File: config.mk
export PLATFORM = sky130hd
export DESIGN_NAME = bit_test_modify
export DESIGN_NICKNAME = d
export VERILOG_FILES = /design/src/rtl/bitop_pkg.sv /design/src/rtl/bitop_index.sv /design/src/rtl/bitop_alu.sv /design/src/rtl/bitop_timing.sv /design/src/rtl/bit_test_modify.sv
export SDC_FILE = /design/constraint.sdc
export NUM_CORES = 1
export LEC_CHECK = 0
export BUFFER_PORTS_ARGS = -buffer_cell sky130_fd_sc_hd__buf_2
export CORE_MARGIN = 5
export CORE_UTILIZATION = 40
export DETAILED_ROUTE_END_ITERATION = 10
export SYNTH_ARGS = -nofsm -noshare
export SYNTH_HDL_FRONTEND = slang
export SYNTH_HIERARCHICAL = 1
export SYNTH_SLANG_ARGS = --single-unit
File: constraint.sdc
create_clock -name clk -period 0.83 [get_ports clk]
set_input_delay 0.0415 -clock clk [delete_from_list [all_inputs] [get_ports clk]]
set_output_delay 0.0415 -clock clk [all_outputs]
set_load 0.02 [all_outputs]
File: src/rtl/bitop_pkg.sv
package bitop_pkg;

    typedef enum logic [1:0] {
        BOP_TEST = 2'b00,
        BOP_CHG  = 2'b01,
        BOP_CLR  = 2'b10,
        BOP_SET  = 2'b11
    } bop_e;

    localparam int CCR_W = 5;
    localparam int CCR_X = 4;
    localparam int CCR_N = 3;
    localparam int CCR_Z = 2;
    localparam int CCR_V = 1;
    localparam int CCR_C = 0;

endpackage

File: src/rtl/bitop_index.sv
module bitop_index #(
    parameter int DATA_W = 32,
    parameter int MEM_W  = 8,
    parameter int SRC_W  = 32,
    localparam int IDX_W  = $clog2(DATA_W),
    localparam int MIDX_W = $clog2(MEM_W)
) (
    input  logic [SRC_W-1:0]  src,
    input  logic              is_reg,
    output logic [IDX_W-1:0]  idx,
    output logic [DATA_W-1:0] onehot,
    output logic              upper_half
);

    always_comb begin
        if (is_reg) begin
            idx = src[IDX_W-1:0];
        end else begin
            idx = {{(IDX_W-MIDX_W){1'b0}}, src[MIDX_W-1:0]};
        end
    end

    for (genvar g = 0; g < DATA_W; g++) begin : g_dec
        assign onehot[g] = (idx == IDX_W'(g));
    end

    // The length rule looks at the unmasked number modulo the register width.
    assign upper_half = src[IDX_W-1];

endmodule

File: src/rtl/bitop_alu.sv
module bitop_alu
    import bitop_pkg::*;
#(
    parameter int DATA_W = 32,
    parameter int MEM_W  = 8
) (
    input  logic [DATA_W-1:0] dst,
    input  logic [DATA_W-1:0] onehot,
    input  bop_e              op,
    input  logic              is_reg,
    output logic [DATA_W-1:0] result,
    output logic              was_zero
);

    logic [DATA_W-1:0] modified;

    assign was_zero = ~|(dst & onehot);

    always_comb begin
        unique case (op)
            BOP_CHG: modified = dst ^ onehot;
            BOP_CLR: modified = dst & ~onehot;
            BOP_SET: modified = dst | onehot;
            default: modified = dst;
        endcase
    end

    for (genvar g = 0; g < DATA_W; g++) begin : g_wb
        if (g < MEM_W) begin : g_low
            assign result[g] = modified[g];
        end else begin : g_high
            assign result[g] = is_reg ? modified[g] : dst[g];
        end
    end

endmodule

File: src/rtl/bitop_timing.sv
module bitop_timing
    import bitop_pkg::*;
#(
    parameter int CYC_W     = 5,
    parameter int TEST_BASE = 0,
    parameter int MOD_BASE  = 4,
    parameter int CLR_BASE  = 8,
    parameter int HI_EXTRA  = 4
) (
    input  bop_e             op,
    input  logic             upper_half,
    output logic [CYC_W-1:0] cycles
);

    logic [CYC_W-1:0] base;
    logic [CYC_W-1:0] extra;

    always_comb begin
        unique case (op)
            BOP_CLR:         base = CYC_W'(CLR_BASE);
            BOP_CHG, BOP_SET: base = CYC_W'(MOD_BASE);
            default:         base = CYC_W'(TEST_BASE);
        endcase
        extra  = (op != BOP_TEST && upper_half) ? CYC_W'(HI_EXTRA) : '0;
        cycles = base + extra;
    end

endmodule

File: src/rtl/bit_test_modify.sv
module bit_test_modify
    import bitop_pkg::*;
#(
    parameter int DATA_W = 32,
    parameter int MEM_W  = 8,
    parameter int SRC_W  = 32,
    parameter int CYC_W  = 5
) (
    input  logic              clk,
    input  logic              rst_n,
    input  logic              in_valid,
    input  logic [1:0]        in_op,
    input  logic [DATA_W-1:0] in_dst,
    input  logic [SRC_W-1:0]  in_src,
    input  logic              in_is_reg,
    input  logic [CCR_W-1:0]  in_ccr,
    output logic              out_valid,
    output logic [DATA_W-1:0] out_result,
    output logic [CCR_W-1:0]  out_ccr,
    output logic [CYC_W-1:0]  out_cycles,
    output logic              out_store
);

    localparam int IDX_W = $clog2(DATA_W);

    typedef struct packed {
        logic              valid;
        logic [DATA_W-1:0] result;
        logic [CCR_W-1:0]  ccr;
        logic [CYC_W-1:0]  cycles;
        logic              store;
    } stage_t;

    stage_t stage_d, stage_q;

    bop_e              op_sel;
    logic [IDX_W-1:0]  bit_idx;
    logic [DATA_W-1:0] bit_mask;
    logic              hi_half;
    logic [DATA_W-1:0] alu_result;
    logic              alu_zero;
    logic [CYC_W-1:0]  len_hc;

    assign op_sel = bop_e'(in_op);

    bitop_index #(
        .DATA_W (DATA_W),
        .MEM_W  (MEM_W),
        .SRC_W  (SRC_W)
    ) i_index (
        .src        (in_src),
        .is_reg     (in_is_reg),
        .idx        (bit_idx),
        .onehot     (bit_mask),
        .upper_half (hi_half)
    );

    bitop_alu #(
        .DATA_W (DATA_W),
        .MEM_W  (MEM_W)
    ) i_alu (
        .dst      (in_dst),
        .onehot   (bit_mask),
        .op       (op_sel),
        .is_reg   (in_is_reg),
        .result   (alu_result),
        .was_zero (alu_zero)
    );

    bitop_timing #(
        .CYC_W (CYC_W)
    ) i_timing (
        .op         (op_sel),
        .upper_half (hi_half),
        .cycles     (len_hc)
    );

    always_comb begin
        stage_d            = stage_q;
        stage_d.valid      = in_valid;
        if (in_valid) begin
            stage_d.result     = alu_result;
            stage_d.ccr        = in_ccr;
            stage_d.ccr[CCR_Z] = alu_zero;
            stage_d.cycles     = len_hc;
            stage_d.store      = (op_sel != BOP_TEST);
        end
    end

    always_ff @(posedge clk or negedge rst_n) begin
        if (!rst_n) begin
            stage_q <= '0;
        end else begin
            stage_q <= stage_d;
        end
    end

    assign out_valid  = stage_q.valid;
    assign out_result = stage_q.result;
    assign out_ccr    = stage_q.ccr;
    assign out_cycles = stage_q.cycles;
    assign out_store  = stage_q.store;

    logic unused_idx;
    assign unused_idx = ^bit_idx;

endmodule

; ---- After elaboration in Yosys (flattened, before gate mapping)
; Cells that the tools add are included.
[totals]
reg_bits = 44
inputBits = 75
out_inout_bits = 44
[classes]
n_eq_ne = 34
bitwise_logic = 5
n_reduce_logical = 6
n_addsub = 1
mux = 28
[ops]
columns = cell, n
row1 = case mux 32 bit (3 select lines), 1
row2 = equality test 5 bit (second input constant), 16
row3 = bitwise AND 32 bit, 2
row4 = equality test 5 x 4 -> 1 bit (second input constant), 8
row5 = NOT 32 bit, 1
row6 = OR 32 bit, 1
row7 = OR reduction 32 bit, 1
row8 = XOR 32 bit, 1
row9 = 2-to-1 mux 1 bit, 24
row10 = equality test 5 x 3 -> 1 bit (second input constant), 4
row11 = equality test 5 x 2 -> 1 bit (second input constant), 2
row12 = case mux 4 bit (2 select lines), 1
row13 = adder 4 x 5 -> 5 bit, 1
row14 = equality test 5 x 1 -> 1 bit (second input constant), 1
row15 = logical NOT 5 bit, 1
row16 = 2-to-1 mux 5 bit, 1
row17 = equality test 2 bit (second input constant), 2
row18 = 2-to-1 mux 3 bit, 1
row19 = equality test 2 x 1 -> 1 bit (second input constant), 1
row20 = nonzero test 2 bit, 1
row21 = OR reduction 2 bit, 1
row22 = logical AND 1 bit, 1
row23 = logical NOT 1 bit, 1

; ---- Longest topological paths before layout
[logic_depth]
ltp_word = 6
depth_mapped = 9

; ---- By module
; The synthesis kept the hierarchy.
[modules_own_cells]
columns = module, cells_per_inst, n_inst, seq_area_each_um2, area_each_um2
row1 = bitop_alu, 352, 1, 0.0, 2781.4
row2 = bit_test_modify, 94, 1, 1101.1, 1820.5
row3 = bitop_index, 53, 1, 0.0, 329.1
row4 = bitop_timing, 8, 1, 0.0, 67.6

; ---- Least setup slack after synthesis
; Ideal clock, no wire load.
[synth_timing]
path_kind = input to register
from = input port in_src[0]
to = register stage_q (netlist bit out_result[0])
slack_ns = -0.946
arrival_ns = 1.650
stages = 7
path_cell_list = or2_1 buf_6 nor3_2 inv_1 ha_1 mux4_1 mux2_4
[synth_between]
elab_chain_len = 5
elab_cells_between_ends = 7
classes_between = mux (2) / bitwise (4) / reduce/logical (1)
[synth_rtl]
columns = item, line_no
row1 = "start, declared", bit_test_modify.sv:14  ; input logic [SRC_W-1:0] in_src,
row2 = 2-to-1 mux 5 bit *, bitop_index.sv:16  ; if (is_reg) begin
row3 = logical NOT 5 bit *, bitop_index.sv:24  ; assign onehot[g] = (idx == IDX_W'(g));
row4 = named net bit_mask[0], bit_test_modify.sv:38  ; logic [DATA_W-1:0] bit_mask;
row5 = NOT 32 bit, bitop_alu.sv:22  ; BOP_CLR: modified = dst & ~onehot;
row6 = bitwise AND 32 bit, bitop_alu.sv:22
row7 = case mux 32 bit (3 select lines) *, bitop_alu.sv:20  ; unique case (op)
row8 = named net alu_result[0], bit_test_modify.sv:40  ; logic [DATA_W-1:0] alu_result;
row9 = "end signal, assigned", bit_test_modify.sv:94  ; stage_q <= stage_d;
row10 = "end, declared", bit_test_modify.sv:34  ; stage_t stage_d, stage_q;
; The timed path passes the listed nets; every way through them passes the cells marked *.
; A chain may end at the register's enable or synchronous reset.

; ---- Final worst setup path
[layout_timing]
from = input port in_src[4]
to = register stage_q (netlist bit out_result[14])
[layout_between]
elab_chain_len = 6
elab_cells_between_ends = 8
classes_between = eq/ne (1) / mux (3) / bitwise (4)
[layout_rtl]
columns = item, line_no
row1 = 2-to-1 mux 5 bit *, bitop_index.sv:16
row2 = equality test 5 x 4 -> 1 bit *, bitop_index.sv:24
row3 = named net bit_mask[14], bit_test_modify.sv:38
row4 = NOT 32 bit, bitop_alu.sv:22
row5 = bitwise AND 32 bit, bitop_alu.sv:22
row6 = case mux 32 bit (3 select lines) *, bitop_alu.sv:20
row7 = 2-to-1 mux 1 bit *, bitop_alu.sv:32  ; assign result[g] = is_reg ? modified[g] : dst[g];
row8 = named net alu_result[14], bit_test_modify.sv:40
; Marks and branches as above.

==> reports/metrics.yaml <==
outcome:
  status: "finished, violations left"
  failed_checks: "setup timing"
clock_tree:
  cts.sinks: 44
  cts_buffer_depth: 2
  clk_pin_slew_ns: 0.06
  cts_tree: "done"
  numCtsBuffers: 5
  root_buffer: "clkbuf_16"
  ctsHtreeMaxLevel: 2
  clk-insertion-delay-late_ns: 0.29
power_and_ir_drop:
  ir_worst_vdd_uv: 885.8
  clkPwrFrac_pct: 30.0
  p_int_uw: 6122
  switching_share_pct: 31.22
  seqPwrFrac_pct: 30.3
  p_per_area_nw_per_um2: 1170
  pwr-share-comb_pct: 39.7
  p_sw_uw: 2779
  power.leakage_uw: 0.003482
sta:
  fin_setup_tns_ns: -21.74
  drv_slew: 0
  hold_viol_final: 0
  finalHoldWorstSlack_ns: 0.1075
  fmax_mhz: 655.9
  rsz0062_at_grt: "yes"
  fin_skew_ns: 0
  period_needed_ns: 1.525
  fin_crit_sh_pct: 183.7
  setup_viol: 78
  final.setup.worst_slack_ns: -0.6946
critical_path:
  crit_required_ns: 1.01
  r2r_slack_ns: -0.07
  crit_type: "input pin to flop"
  reg2reg_depth: 2
  reg2reg_to: "out_result[30]"
  timing.rr.start: "out_result[30]"
  worst_ep_arrival_time_ns: 1.71
  startpoint_type: "input pin"
  cp_max_fo: 6
  cp-end-kind: "flop"
placement:
  gp_congestion: 0.8075
  dp_slack_ns: -1.107
  dp_hpwl_um: 9509
  port_buffers: 90
cells_and_area:
  syn_to_final_growth_pct: 53.34
  final_common_cell: "buf_4"
  final_cell_mix: "78 x buf_4, 56 x buf_6, 55 x ha_1, 50 x inv_1, 42 x mux2_4"
  n_antenna_cell: 0
  fillers: 963
  drive_gt1_share_pct: 56.99
  final_nets: 843
global_routing:
  grt_pass1_vias: 4494
  grt_use_total_pct: 19.03
  antenna_found_initial: 0
  grt-ovfl-total: 0
  grt_pass1_wl_um: 22350
  grt_max_degree: 45
floorplanning:
  die_h_um: 121.4
  io_pins: 119
  start_util_pct: 40.98
  num_rows: 40
  dieArea_um2: 14740
  coreArea_um2: 12110
  die_x_um: 121.4
yosys:
  syn_area_um2: 4964
  yosys_warnings: 6
  synth.avg_cell_area_um2: 9.887
  synthCells: 502
hold_path:
  hold_depth: 3
  hold_class: "input pin to flop"
  holdPathEnd: "out_store"
  hp-start: "in_valid"
routing:
  ant_nets: 0
  drc_errors: 0
  wire_per_inst_um: 16.35
  wl_um: 13740
  drtPass1Iterations: 4
  routed_via_density: 4.988
  drtIter0Drc: 109
  vias: 4190
job:
  max-cap-violations: 0
==> final cells by class <==
type / count / area, um2 / area share [%]
Clock inverter: 2 / 60.06 / 0.7891
Multi-Input combinational cell: 350 / 4029 / 52.93
Sequential cell: 44 / 1109 / 14.57
Tap cell: 168 / 210.2 / 2.762
Clock buffer: 6 / 128.9 / 1.693
Timing Repair Buffer: 196 / 1797 / 23.61
Inverter: 74 / 277.8 / 3.650
==> metrics by stage <==
stage	utilization, %	instance area, um2	power [uW]	std cells
floorplan	-	5161	4442	503
global placement	50.60	6128	5356	800
detailed placement	50.60	6128	5439	800
CTS	60.28	7301	8868	836
global route	62.84	7611	9356	840
finish	62.84	7611	8901	840
==> per-layer routing <==
| layer | track usage, % | routed length (um) |
|---|---|---|
| met1 | 23.41 | 5998 |
| met2 | 33.13 | 6902 |
| met3 | 3.776 | 583 |
| met4 | 6.303 | 251 |
| met5 | 0 | 0 |
==> timing repair <==
item	in CTS	in global routing
gates resized for setup	200	54
hold buffers	5	0
setup endpoints to repair	79	78
pin swaps	108	72
endpoints found under the hold margin	48	0
buffers inserted	23	4
==> sequential cells by signal (all words and copies together) (netlist names) <==
register    cells
out_valid       1
out_result     32
out_cycles      5
out_ccr         5
out_store       1
==> critical path: stages <==
cell,delay [ns]
buf_8,0.11
buf_6,0.12
nand4b_1,0.32
buf_4,0.24
nor2_4,0.09
inv_2,0.06
ha_4,0.20
o211ai_1,0.16
o211ai_1,0.11
mux2_4,0.26
==> worst max path at each step <==
stage / startpoint / to
after floorplan: in_src[0] / out_result[4]
after global placement: in_src[0] / out_result[4]
after detailed placement: in_src[4] / out_result[3]
after CTS: in_src[3] / out_result[5]
after global routing: in_src[4] / out_result[14]
final: in_src[4] / out_result[14]
==> power by group through the flow <==
stage | sequential (uW) | combinational [uW] | clock [uW]
2_1_floorplan | 3020 | 1420 | 0
6_report | 2690 | 3530 | 2670
5_1_grt | 2740 | 3800 | 2810
4_1_cts | 2690 | 3430 | 2750
3_5_place_dp | 2650 | 2790 | 0
3_3_place_gp | 2650 | 2710 | 0
(Power assumes the default switching activity.)
